## config.mk

```make
export PLATFORM = sky130hd
export DESIGN_NAME = stepseq_top
export DESIGN_NICKNAME = d
export VERILOG_FILES = /design/src/rtl/stepseq_pkg.sv /design/src/rtl/stepseq_deglitch.sv /design/src/rtl/stepseq_step_select.sv /design/src/rtl/stepseq_phase_counter.sv /design/src/rtl/stepseq_top.sv
export SDC_FILE = /design/constraint.sdc
export NUM_CORES = 1
export LEC_CHECK = 0
export ABC_AREA = 1
export BUFFER_PORTS_ARGS = -buffer_cell sky130_fd_sc_hd__clkbuf_2
export CORE_MARGIN = 3
export CORE_UTILIZATION = 40
export DETAILED_ROUTE_END_ITERATION = 7
export GPL_ROUTABILITY_DRIVEN = 0
export PLACE_DENSITY = 0.55
export SLEW_MARGIN = 20
export SYNTH_ARGS = -nofsm -noshare
export SYNTH_HDL_FRONTEND = slang
export SYNTH_SLANG_ARGS = --single-unit
```

## constraint.sdc

```tcl
create_clock -name clk -period 2.2 [get_ports clk]
set_clock_uncertainty 0.2 [all_clocks]
set_input_delay 0.22 -clock clk [delete_from_list [all_inputs] [get_ports clk]]
set_output_delay 0.22 -clock clk [all_outputs]
set_load 0.01 [all_outputs]
```

## src/rtl/stepseq_pkg.sv

```systemverilog
package stepseq_pkg;

    // Index of each control input in the filter bank
    typedef enum int unsigned {
        IN_STEP = 0,
        IN_DIR  = 1,
        IN_RET  = 2,
        IN_MODE = 3,
        IN_ENA  = 4
    } ctrl_in_e;

    localparam int unsigned NUM_CTRL_IN  = 5;
    localparam int unsigned NUM_DRIVE    = 4;
    localparam logic        PIN_IDLE_LVL = 1'b1;

endpackage

```

## src/rtl/stepseq_deglitch.sv

```systemverilog
module stepseq_deglitch #(
    parameter int unsigned SYNC_STAGES = 2,
    parameter int unsigned FILT_LEN    = 4,
    parameter logic        RESET_LEVEL = 1'b1
) (
    input  logic clk,
    input  logic rst,
    input  logic freeze_i,
    input  logic pin_i,
    output logic level_o,
    output logic rise_o,
    output logic fall_o
);

    localparam int unsigned CW       = $clog2(FILT_LEN + 1);
    localparam logic [CW-1:0] RUN_LAST = CW'(FILT_LEN - 1);

    typedef struct packed {
        logic [SYNC_STAGES-1:0] sync;
        logic [CW-1:0]          run;
        logic                   level;
        logic                   rise;
        logic                   fall;
    } flt_state_t;

    flt_state_t st_d, st_q;
    logic       sampled;

    assign sampled = st_q.sync[SYNC_STAGES-1];

    always_comb begin
        st_d      = st_q;
        st_d.rise = 1'b0;
        st_d.fall = 1'b0;
        if (!freeze_i) begin
            st_d.sync = {st_q.sync[SYNC_STAGES-2:0], pin_i};
            if (sampled != st_q.level) begin
                if (st_q.run == RUN_LAST) begin
                    st_d.level = sampled;
                    st_d.run   = '0;
                    st_d.rise  = sampled;
                    st_d.fall  = ~sampled;
                end else begin
                    st_d.run = st_q.run + 1'b1;
                end
            end else begin
                st_d.run = '0;
            end
        end
    end

    always_ff @(posedge clk) begin
        if (rst) begin
            st_q.sync  <= {SYNC_STAGES{RESET_LEVEL}};
            st_q.run   <= '0;
            st_q.level <= RESET_LEVEL;
            st_q.rise  <= 1'b0;
            st_q.fall  <= 1'b0;
        end else begin
            st_q <= st_d;
        end
    end

    assign level_o = st_q.level;
    assign rise_o  = st_q.rise;
    assign fall_o  = st_q.fall;

    // an accepted level always equals the synchroniser output one edge earlier
    assert_level_from_sync_R6: assert property (@(posedge clk) disable iff (rst)
        (st_q.level != $past(st_q.level)) |-> (st_q.level == $past(sampled)));

    // a frozen filter keeps its accepted level
    assert_frozen_level_R5: assert property (@(posedge clk) disable iff (rst)
        freeze_i |=> (st_q.level == $past(st_q.level)));

    // an edge flag only follows a level change
    assert_edge_flag_R6: assert property (@(posedge clk) disable iff (rst)
        (rise_o || fall_o) |-> (st_q.level != $past(st_q.level)));

endmodule

```

## src/rtl/stepseq_step_select.sv

```systemverilog
module stepseq_step_select (
    input  logic rise_i,
    input  logic fall_i,
    input  logic single_edge_i,
    output logic advance_o
);

    always_comb begin
        advance_o = rise_i;
        if (!single_edge_i && fall_i) begin
            advance_o = 1'b1;
        end
    end

endmodule

```

## src/rtl/stepseq_phase_counter.sv

```systemverilog
module stepseq_phase_counter #(
    parameter int unsigned PHASE_STEPS = 64,
    parameter int unsigned PW          = $clog2(PHASE_STEPS)
) (
    input  logic          clk,
    input  logic          rst,
    input  logic          hold_i,
    input  logic          origin_i,
    input  logic          advance_i,
    input  logic          ccw_i,
    output logic [PW-1:0] phase_o
);

    localparam logic [PW-1:0] PH_LAST = PW'(PHASE_STEPS - 1);

    typedef struct packed {
        logic [PW-1:0] phase;
    } cnt_state_t;

    cnt_state_t st_d, st_q;

    always_comb begin
        st_d = st_q;
        if (!hold_i) begin
            if (origin_i) begin
                st_d.phase = '0;
            end else if (advance_i) begin
                if (ccw_i) begin
                    st_d.phase = (st_q.phase == '0) ? PH_LAST : st_q.phase - 1'b1;
                end else begin
                    st_d.phase = (st_q.phase == PH_LAST) ? '0 : st_q.phase + 1'b1;
                end
            end
        end
    end

    always_ff @(posedge clk) begin
        if (rst) begin
            st_q.phase <= '0;
        end else begin
            st_q <= st_d;
        end
    end

    assign phase_o = st_q.phase;

    // phase never leaves the ring
    assert_phase_in_range_R3: assert property (@(posedge clk) disable iff (rst)
        phase_o <= PH_LAST);

    // a return event lands on the origin
    assert_return_origin_R4: assert property (@(posedge clk) disable iff (rst)
        (origin_i && !hold_i) |=> (phase_o == '0));

    // hold freezes the phase
    assert_hold_freeze_R5: assert property (@(posedge clk) disable iff (rst)
        hold_i |=> (phase_o == $past(phase_o)));

    // clockwise step moves up one position with wrap
    assert_cw_step_R3: assert property (@(posedge clk) disable iff (rst)
        (advance_i && !origin_i && !hold_i && !ccw_i) |=>
        (phase_o == (($past(phase_o) == PH_LAST) ? '0 : $past(phase_o) + 1'b1)));

    // counterclockwise step moves down one position with wrap
    assert_ccw_step_R3: assert property (@(posedge clk) disable iff (rst)
        (advance_i && !origin_i && !hold_i && ccw_i) |=>
        (phase_o == (($past(phase_o) == '0) ? PH_LAST : $past(phase_o) - 1'b1)));

    // no movement without an event
    assert_idle_stable_R1: assert property (@(posedge clk) disable iff (rst)
        (!advance_i && !origin_i) |=> (phase_o == $past(phase_o)));

endmodule

```

## src/rtl/stepseq_top.sv

```systemverilog
module stepseq_top #(
    parameter int unsigned PHASE_STEPS = 64,
    parameter int unsigned FILT_LEN    = 4,
    parameter int unsigned SYNC_STAGES = 2,
    localparam int unsigned PW         = $clog2(PHASE_STEPS)
) (
    input  logic          clk,
    input  logic          rst,
    input  logic          step_pin_i,
    input  logic          dir_pin_i,
    input  logic          ret_pin_i,
    input  logic          mode_pin_i,
    input  logic          ena_pin_i,
    output logic [PW-1:0] phase_o,
    output logic [3:0]    drive_en_o,
    output logic          hold_o
);

    import stepseq_pkg::*;

    logic [NUM_CTRL_IN-1:0] pins;
    logic [NUM_CTRL_IN-1:0] lvl;
    logic [NUM_CTRL_IN-1:0] rise;
    logic [NUM_CTRL_IN-1:0] fall;
    logic                   hold;
    logic                   advance;

    assign pins[IN_STEP] = step_pin_i;
    assign pins[IN_DIR]  = dir_pin_i;
    assign pins[IN_RET]  = ret_pin_i;
    assign pins[IN_MODE] = mode_pin_i;
    assign pins[IN_ENA]  = ena_pin_i;

    assign hold = ~lvl[IN_ENA];

    for (genvar gi = 0; gi < NUM_CTRL_IN; gi++) begin : g_filt
        logic frz;
        if (gi == int'(IN_ENA)) begin : g_free
            assign frz = 1'b0;
        end else begin : g_gated
            assign frz = hold;
        end
        stepseq_deglitch #(
            .SYNC_STAGES (SYNC_STAGES),
            .FILT_LEN    (FILT_LEN),
            .RESET_LEVEL (PIN_IDLE_LVL)
        ) i_flt (
            .clk      (clk),
            .rst      (rst),
            .freeze_i (frz),
            .pin_i    (pins[gi]),
            .level_o  (lvl[gi]),
            .rise_o   (rise[gi]),
            .fall_o   (fall[gi])
        );
    end

    stepseq_step_select i_sel (
        .rise_i        (rise[IN_STEP]),
        .fall_i        (fall[IN_STEP]),
        .single_edge_i (lvl[IN_MODE]),
        .advance_o     (advance)
    );

    stepseq_phase_counter #(
        .PHASE_STEPS (PHASE_STEPS),
        .PW          (PW)
    ) i_cnt (
        .clk       (clk),
        .rst       (rst),
        .hold_i    (hold),
        .origin_i  (rise[IN_RET]),
        .advance_i (advance),
        .ccw_i     (lvl[IN_DIR]),
        .phase_o   (phase_o)
    );

    assign drive_en_o = hold ? '0 : {NUM_DRIVE{1'b1}};
    assign hold_o     = hold;

    // in both-edge mode a falling step event becomes a phase move
    assert_both_edges_R2: assert property (@(posedge clk) disable iff (rst)
        (fall[IN_STEP] && !lvl[IN_MODE] && !hold && !rise[IN_RET]) |=>
        (phase_o != $past(phase_o)));

    // in single-edge mode a lone falling step event moves nothing
    assert_single_edge_R1: assert property (@(posedge clk) disable iff (rst)
        (fall[IN_STEP] && lvl[IN_MODE] && !rise[IN_RET]) |=>
        (phase_o == $past(phase_o)));

endmodule

```

==> tab_implementation.tex, run 1 <==
\begin{tabular}{lr}
\hline
Metric & Value \\
\hline
\multicolumn{2}{l}{\textbf{Clock network}} \\
\# resized after CTS & 0 \\
Deepest level of the CTS H-tree & 2 \\
CTS tree & built \\
Clock transition at path regs & 0.08 ns \\
Buffer levels on the longest clock path & 2 \\
CTS Root Cell & sky130\_fd\_sc\_hd\_\_clkbuf\_8 \\
Number of clock sinks seen by CTS & 39 \\
Number of buffers added by the clock tree synthesis step & 5 \\
Insertion delay to the later sink of the worst-skew pair & about 0.28 ns \\
\multicolumn{2}{l}{\textbf{Setup path}} \\
Worst reg-to-reg path cell count & 8 \\
Reg-to-reg critical path startpoint & i\_cnt.phase\_o[0]\$\_SDFFE\_PP0P\_ \\
Nature of the critical path startpoint & flip-flop \\
Arrival time of the worst setup path & $\sim$1.6 ns \\
Req. time, crit path & around 2.2 ns \\
R2R Path End & i\_cnt.phase\_o[4]\$\_SDFFE\_PP0P\_ \\
Start-to-end type of the worst setup path & flip-flop to flip-flop \\
Register-to-register setup slack & between 0.5 and 0.6 ns \\
Kind of end point of the critical path & flip-flop \\
Max Fanout on Critical Path & 8 \\
\multicolumn{2}{l}{\textbf{Placement}} \\
Detailed placer's ending HPWL & between 2000 and 2500 um \\
Port bufs & 17 \\
\multicolumn{2}{l}{\textbf{Timing}} \\
Post-Route Hold Slack & $\sim$0.18 ns \\
Count of final setup violators & 0 \\
Transition time at the pin with the least slew margin & slightly above 0.4 ns \\
Final-report max-slew violation count & 0 \\
Min cycle time layout & roughly 1.7 ns \\
Worst rel slew slack & 0.724 \\
Unrepaired setup endpoints after global routing & no \\
Endpoints failing hold & 0 \\
Final sum of negative setup slack & 0 ns \\
Period utilisation layout & 0.755 \\
Top achievable clock speed & 602 MHz \\
\multicolumn{2}{l}{\textbf{Power and ir drop}} \\
Comb power frac & 0.033 \\
Seq pwr share & 0.492 \\
Net switching fraction of the power & 0.190 \\
Final Total Pwr & 1470 uW \\
Total power divided by cell area & roughly 690 nW/um\^{}2 \\
Sw power & around 280 uW \\
Worst IR drop on VDD & about 0.35 mV \\
Share of total power in the clock network & 0.475 \\
Cell internal power dissipation & roughly 1200 uW \\
Static power due to leakage & between 0.0009 and 0.001 uW \\
\multicolumn{2}{l}{\textbf{Drt}} \\
Mean routed wirelength per cell & between 10 and 15 um \\
Antenna viol nets, final & 0 \\
Total DRC errors in the routed layout & 0 \\
Via count & around 1600 \\
First-pass detailed-route iteration total & 4 \\
Aggregate routed wire length & about 3600 um \\
Post-DR vias/cell & 4.91 \\
Initial DRC Count & roughly 150 \\
\multicolumn{2}{l}{\textbf{Floorplan}} \\
Count of pins on the block boundary & 18 \\
Die Y & 74.4 um \\
Initial Utilization & 0.421 \\
Die area & 5530 um\^{}2 \\
Die boundary width & 74.4 um \\
Core footprint & 4440 um\^{}2 \\
\# rows & 24 \\
\multicolumn{2}{l}{\textbf{Logic synthesis}} \\
Avg Cell Area, Syn & 7.34 um\^{}2 \\
Synthesized-area fraction occupied by adder cells & 0.0602 \\
Multiplexer share of the synthesized area & 0 \\
Syn Std Cell Area & approximately 1900 um\^{}2 \\
Yosys reg bits & 39 \\
Gate Count Post-Synth & about 260 \\
Share of the synthesized area in compound gates (AO/OA/AOI/OAI) & 0.0930 \\
Register area share after synthesis & 0.417 \\
Number of distinct library cell variants in the gate-level netlist after synthesis & 26 \\
Number of warnings reported in the yosys synthesis log & 0 \\
Net count of the mapped netlist & $\sim$270 \\
Share of synthesized cell area in and, or, nand and nor gates & 0.286 \\
Xor/xnor share of the synthesized area & 0.0328 \\
Dominant combinational cell family by area after synthesis & simple AND/OR/NAND/NOR gates \\
\multicolumn{2}{l}{\textbf{Global routing}} \\
GRT overflow & 0 \\
Wire length of the first global-routing pass & slightly above 6000 um \\
Pin count of the biggest net entering global routing & 25 \\
Vias in the first global route & 1402 \\
GRT Resource Usage Total & 0.143 \\
Antenna violations before repair & 0 \\
\multicolumn{2}{l}{\textbf{Status}} \\
Status & finished clean \\
\multicolumn{2}{l}{\textbf{Hold path}} \\
Hold-critical path depth & 3 \\
Start point of the worst min-delay path & rst \\
Hold endpoint & g\_filt[2].i\_flt.st\_q[6]\$\_SDFFE\_PP1P\_ \\
Type of the tightest min-delay check & primary input to flip-flop \\
\multicolumn{2}{l}{\textbf{Finish}} \\
Core occupancy in the finished layout & 0.481 \\
Number of fillers in the final layout & around 460 \\
Relative area change from synthesis to final layout & 14.2\% \\
Number of antenna diodes & 0 \\
Nets & roughly 290 \\
Ratio of cells with drive above 1 in the final layout & 0.146 \\
\multicolumn{2}{l}{\textbf{Flow run}} \\
Max cap viols & 0 \\
\hline
\end{tabular}
-- registers in the layout, indices dropped and copies added, names as in the netlist --
register,count
g_filt.i_flt.rise_o,2
g_filt.i_flt.level_o,5
g_filt.i_flt.fall_o,1
g_filt.i_flt.sampled,5
g_filt.i_flt.st_q,20
i_cnt.phase_o,6
-- metrics by stage --
| step | worst slack (ns) | cells | area [um^2] |
|---|---|---|---|
| after global routing | 0.369 | 326 | 2140 |
| after global placement | 0.593 | 313 | 1950 |
| after detailed placement | 0.544 | 313 | 1950 |
| after floorplan | 0.654 | 255 | 1870 |
| after CTS | 0.534 | 326 | 2140 |
| final | 0.538 | 326 | 2140 |
-- layer usage --
layer / vias to the layer above / part of all wire / track usage
li1: 846 / - / -
met3: 5 / 0.036 / 0.0324
met4: 0 / 0.014 / 0.0534
met2: 33 / 0.46 / 0.239
met1: 717 / 0.49 / 0.179
met5: - / 0 / 0
-- final cells by class --
| cell class | instances | area [um^2] | share of cell area |
|---|---|---|---|
| clock inverter | 2 | 60.1 | 0.0281 |
| sequential | 39 | 781 | 0.365 |
| clock buffer | 6 | 72.6 | 0.0340 |
| inverter | 30 | 118 | 0.0550 |
| tap | 52 | 65.1 | 0.0304 |
| multi-input combinational | 172 | 883 | 0.413 |
| timing repair buffer | 25 | 158 | 0.0738 |
-- power groups by stage --
stage                     Clock (uW)  Combinational [uW]  Sequential, uW
after CTS                        727                49.8             725
after global placement             0                42.4             742
after global routing             752                56.0             727
after floorplan                    0                31.0             740
final                            699                49.2             725
after detailed placement           0                42.8             742
-- layout by cell type (no fill, tap or decap), types with 6 or more instances in the layout --
cell / instances
sky130_fd_sc_hd__nand3_1: 30
sky130_fd_sc_hd__o21ai_0: 7
sky130_fd_sc_hd__inv_1: 23
sky130_fd_sc_hd__dfxtp_1: 39
sky130_fd_sc_hd__nor2_1: 27
sky130_fd_sc_hd__inv_2: 6
sky130_fd_sc_hd__nand2_1: 56
sky130_fd_sc_hd__a21oi_1: 17
sky130_fd_sc_hd__ha_1: 9
sky130_fd_sc_hd__clkbuf_2: 17
-- worst max-delay path: stages, from the launching register on --
cell and delay, ns:
sky130_fd_sc_hd__dfxtp_1 0.46, sky130_fd_sc_hd__inv_1 0.17, sky130_fd_sc_hd__ha_1 0.24, sky130_fd_sc_hd__nand3_1 0.10, sky130_fd_sc_hd__nand2_1 0.10, sky130_fd_sc_hd__nor2_1 0.12, sky130_fd_sc_hd__nor2_1 0.04, sky130_fd_sc_hd__nor2_1 0.09
sky130_fd_sc_hd__nor2_1 0.04
-- repair_timing --
action                                  in CTS  in global routing
endpoints found under the hold margin        5                  0
setup buffers                                0                  0
hold buffers                                 5                  0
endpoints found under the setup margin       0                  0
-- how the worst max path moves through the flow --
stage	startpoint	end	slack, ns	cells past startpoint
after detailed placement	i_cnt.phase_o[0]$_SDFFE_PP0P_	i_cnt.phase_o[4]$_SDFFE_PP0P_	0.54	8
after global routing	i_cnt.phase_o[0]$_SDFFE_PP0P_	i_cnt.phase_o[4]$_SDFFE_PP0P_	0.37	8
after floorplan	i_cnt.phase_o[0]$_SDFFE_PP0P_	i_cnt.phase_o[4]$_SDFFE_PP0P_	0.65	8
after global placement	i_cnt.phase_o[0]$_SDFFE_PP0P_	i_cnt.phase_o[3]$_SDFFE_PP0P_	0.59	8
final	i_cnt.phase_o[0]$_SDFFE_PP0P_	i_cnt.phase_o[4]$_SDFFE_PP0P_	0.54	8
after CTS	i_cnt.phase_o[0]$_SDFFE_PP0P_	i_cnt.phase_o[4]$_SDFFE_PP0P_	0.53	8
-- cells in the mapped netlist, drive strengths merged --
cell type  instances  area share
a211oi             1      0.0067
a21oi             17       0.045
buf               10       0.039
clkbuf             4      0.0080
clkinv             1      0.0047
dfxtp             39        0.42
ha                 9       0.060
inv               29       0.058
nand2             56        0.11
nand3             30       0.080
nand3b             1      0.0040
nand4              5       0.017
nor2              29       0.064
nor3               1      0.0027
o211ai             1      0.0040
o21ai             13       0.037
or2                2      0.0067
xnor2              4       0.019
xor2               3       0.014
-- cell families (layout without fill, tap and decap cells) --
family | after synthesis | after routing
AO/OA/AOI/OAI | 32 | 32
XOR/XNOR | 7 | 7
adder cells (fa/ha/maj) | 9 | 9
buffers and inverters | 44 | 63
flip-flops | 39 | 39
AND/OR/NAND/NOR | 124 | 124
(Power assumes the default switching activity.)
==> inputs of run 2 (changes only) <==
clock period = 1.65 ns   (was 2.2 ns; I/O delays follow)
==> run 2 against run 1 <==
Effect of this change: non-clock buffer count rose by 3; design area shrank 0.18%; critical path depth shrank 5; power up 18%; clock power is 0.6% higher; global-route usage up 0.54 points; combinational power increased by 31%; via count down 1.4%; count of clock-buffer cells in the layout grew 2; wire length grew 1.4%; core utilization fell by 0.084 points; critical path type is now flip-flop to primary output; critical endpoint is now hold_o; largest cell class unchanged.
==> tab_implementation.tex, run 2 (same netlist as run 1, synthesis figures left out) <==
\begin{tabular}{lr}
\hline
Metric & Value \\
\hline
\multicolumn{2}{l}{\textbf{Setup path}} \\
Highest cell delay on the worst timing path & 0.35 ns (was 0.46 ns) \\
Cell at the slowest stage of the critical path & sky130\_fd\_sc\_hd\_\_dfxtp\_1 (unchanged) \\
Reg-to-reg critical path startpoint & i\_cnt.phase\_o[0]\$\_SDFFE\_PP0P\_ (unchanged) \\
Nature of the critical path startpoint & flip-flop (unchanged) \\
R2R Path End & i\_cnt.phase\_o[4]\$\_SDFFE\_PP0P\_ (unchanged) \\
Start-to-end type of the worst setup path & flip-flop to primary output (was flip-flop to flip-flop) \\
Arrival time of the worst setup path & 1.15 ns (was 1.63 ns) \\
Max Fanout on Critical Path & 9 (was 8) \\
Worst reg-to-reg path cell count & 8 (unchanged) \\
Critical path cell sequence & inv\_2 -> buf\_4 -> clkbuf\_2 (was inv\_1 -> ha\_1 -> nand3\_1 -> nand2\_1 -> nor2\_1 -> nor2\_1 -> nor2\_1 -> nor2\_1) \\
Req. time, crit path & 1.28 ns (was 2.17 ns) \\
Register-to-register setup slack & 0.19 ns (was 0.54 ns) \\
Kind of end point of the critical path & primary output (was flip-flop) \\
\multicolumn{2}{l}{\textbf{Drt}} \\
Mean routed wirelength per cell & 11.0 um (was 10.9 um) \\
Total DRC errors in the routed layout & 0 (unchanged) \\
Met2 Wirelength & 1630 um (about the same) \\
Initial DRC Count & 73 (was 146) \\
Post-DR vias/cell & 4.80 (was 4.91) \\
Aggregate routed wire length & 3620 um (was 3570 um) \\
First-pass detailed-route iteration total & 5 (was 4) \\
Top sig layer & met4 (unchanged) \\
Antenna viol nets, final & 0 (unchanged) \\
Met1 Wirelength & 1800 um (was 1760 um) \\
Wire length on met3 & 120 um (was 128 um) \\
Via count & 1579 (was 1601) \\
\multicolumn{2}{l}{\textbf{Hold path}} \\
Start point of the worst min-delay path & rst (unchanged) \\
Hold-critical path depth & 3 (unchanged) \\
Type of the tightest min-delay check & primary input to flip-flop (unchanged) \\
Hold endpoint & g\_filt[1].i\_flt.level\_o\$\_SDFFE\_PP1P\_ (was g\_filt[2].i\_flt.st\_q[6]\$\_SDFFE\_PP1P\_) \\
\multicolumn{2}{l}{\textbf{Finish}} \\
Most used cells in the layout excluding fill and tap cells & 56 x sky130\_fd\_sc\_hd\_\_nand2\_1, 36 x sky130\_fd\_sc\_hd\_\_dfxtp\_1, 30 x sky130\_fd\_sc\_hd\_\_nand3\_1 (was 56 x sky130\_fd\_sc\_hd\_\_nand2\_1, 39 x sky130\_fd\_sc\_hd\_\_dfxtp\_1, 30 x sky130\_fd\_sc\_hd\_\_nand3\_1) \\
Ratio of cells with drive above 1 in the final layout & 0.170 (was 0.146) \\
Register containing the most flip-flops in the final layout & g\_filt.i\_flt.st\_q (unchanged) \\
Number of antenna diodes & 0 (unchanged) \\
Leading cell type in the layout, fill and taps excluded & sky130\_fd\_sc\_hd\_\_nand2\_1 (unchanged) \\
Relative area change from synthesis to final layout & 14.0\% (was 14.2\%) \\
Fin cells & 329 (was 326) \\
Registers with the most flip-flops & g\_filt.i\_flt.st\_q x20, i\_cnt.phase\_o x6 (unchanged) \\
Largest register FFs & 20 (unchanged) \\
Nets & 292 (was 289) \\
Number of fillers in the final layout & 468 (was 459) \\
\multicolumn{2}{l}{\textbf{Power and ir drop}} \\
Net switching fraction of the power & 0.211 (was 0.190) \\
Total power divided by cell area & 813 nW/um\^{}2 (was 690 nW/um\^{}2) \\
Worst IR drop on VDD & 0.547 mV (was 0.353 mV) \\
Cell internal power dissipation & 1370 uW (was 1190 uW) \\
Share of total power in the clock network & 0.405 (was 0.475) \\
Comb power frac & 0.037 (was 0.033) \\
Static power due to leakage & 0.000966 uW (was 0.000965 uW) \\
Final Total Pwr & 1730 uW (was 1470 uW) \\
Sw power & 365 uW (was 280 uW) \\
Seq pwr share & 0.558 (was 0.492) \\
\multicolumn{2}{l}{\textbf{Global routing}} \\
Antenna violations before repair & 0 (unchanged) \\
Pin count of the biggest net entering global routing & 25 (unchanged) \\
Wire length of the first global-routing pass & 6310 um (was 6160 um) \\
GRT overflow & 0 (unchanged) \\
Vias in the first global route & 1432 (was 1402) \\
GRT Resource Usage Total & 0.148 (was 0.143) \\
\multicolumn{2}{l}{\textbf{Placement}} \\
Port bufs & 17 (unchanged) \\
Cell total after placement & 316 (was 313) \\
Worst slack, placed & 0.107 ns (was 0.544 ns) \\
Detailed placer's ending HPWL & 2570 um (was 2460 um) \\
\multicolumn{2}{l}{\textbf{Timing}} \\
Final sum of negative setup slack & 0 ns (unchanged) \\
Period utilisation layout & 0.917 \\
Worst rel slew slack & 0.724 (about the same) \\
Final-report max-slew violation count & 0 (unchanged) \\
Unrepaired setup endpoints after global routing & no (unchanged) \\
Endpoints failing hold & 0 (unchanged) \\
Final WS setup & 0.137 ns (was 0.538 ns) \\
Post-Route Hold Slack & 0.122 ns (was 0.176 ns) \\
Top achievable clock speed & about 660 MHz \\
Count of final setup violators & 0 (unchanged) \\
Transition time at the pin with the least slew margin & 0.413 ns (was 0.414 ns) \\
Min cycle time layout & 1.51 ns \\
\multicolumn{2}{l}{\textbf{Clock network}} \\
CTS Root Cell & sky130\_fd\_sc\_hd\_\_clkbuf\_8 (unchanged) \\
Insertion delay to the later sink of the worst-skew pair & 0.29 ns (was 0.28 ns) \\
Buffer levels on the longest clock path & 2 (unchanged) \\
CTS tree & built (unchanged) \\
Clock transition at path regs & 0.08 ns (about the same) \\
Number of buffers added by the clock tree synthesis step & 5 (unchanged) \\
Number of clock sinks seen by CTS & 39 (unchanged) \\
Deepest level of the CTS H-tree & 2 (unchanged) \\
\multicolumn{2}{l}{\textbf{Floorplan}} \\
Die Y & 74.4 um (unchanged) \\
Core footprint & 4440 um\^{}2 (unchanged) \\
Count of pins on the block boundary & 18 (unchanged) \\
Die area & 5530 um\^{}2 (unchanged) \\
Initial Utilization & 0.421 (unchanged) \\
Die boundary width & 74.4 um (unchanged) \\
\# rows & 24 (unchanged) \\
\multicolumn{2}{l}{\textbf{Flow run}} \\
Max cap viols & 0 (unchanged) \\
\multicolumn{2}{l}{\textbf{Status}} \\
Status & finished clean (unchanged) \\
\hline
\end{tabular}
## run 2: layer usage
layer / global-route usage / vias up
met5: 0 / -
met4: 0.0613 / 0
met3: 0.0446 / 6
met2: 0.231 / 26
met1: 0.191 / 693
li1: - / 854
## run 2: worst max-delay path by stage
stage                                                    start                       endpoint  slack, ns  cells past startpoint
final                     g_filt[4].i_flt.level_o$_SDFFE_PP1P_                         hold_o       0.14                      3
after global routing             i_cnt.phase_o[1]$_SDFFE_PP0P_  i_cnt.phase_o[4]$_SDFFE_PP0P_       0.03                      9
after CTS                        i_cnt.phase_o[1]$_SDFFE_PP0P_  i_cnt.phase_o[4]$_SDFFE_PP0P_       0.09                      8
after detailed placement         i_cnt.phase_o[1]$_SDFFE_PP0P_  i_cnt.phase_o[4]$_SDFFE_PP0P_       0.11                      8
after global placement           i_cnt.phase_o[1]$_SDFFE_PP0P_  i_cnt.phase_o[4]$_SDFFE_PP0P_       0.14                      8
after floorplan                  i_cnt.phase_o[0]$_SDFFE_PP0P_  i_cnt.phase_o[4]$_SDFFE_PP0P_       0.10                      8
## run 2: power groups by stage
stage	Combinational, uW	Sequential [uW]	Clock (uW)
4_1_cts	65.7	967	732
3_3_place_gp	56.0	989	0
2_1_floorplan	41.3	987	0
3_5_place_dp	56.6	989	0
6_report	64.4	967	703
5_1_grt	74.3	969	765
## run 2: metrics by stage
stage                util  area (um^2)
detailed placement  0.445         1980
global placement    0.445         1980
CTS                 0.479         2130
finish              0.480         2130
global route        0.480         2130
floorplan               -         1870
## run 2: layout make-up
type	count	area, um^2	share of cell area
clock buffers	8	100	0.0469
flip-flops and latches	39	785	0.368
inverters	30	118	0.0551
well taps	52	65.1	0.0305
multi-input cells	172	886	0.415
repair buffers	28	180	0.0845
## run 2: timing repair
| action | 4_1_cts | 5_1_grt |
|---|---|---|
| buffers inserted | 0 | 0 |
| endpoints found under the setup margin | 0 | 4 |
| hold endpoints to repair | 5 | 0 |
| resized for setup | 0 | 4 |
| hold buffers | 5 | 0 |
## run 2: critical path: cells and delay by family (launching register included)
kind	cells	cell delay, ns
flops	1	0.35
buf+inv	3	0.51
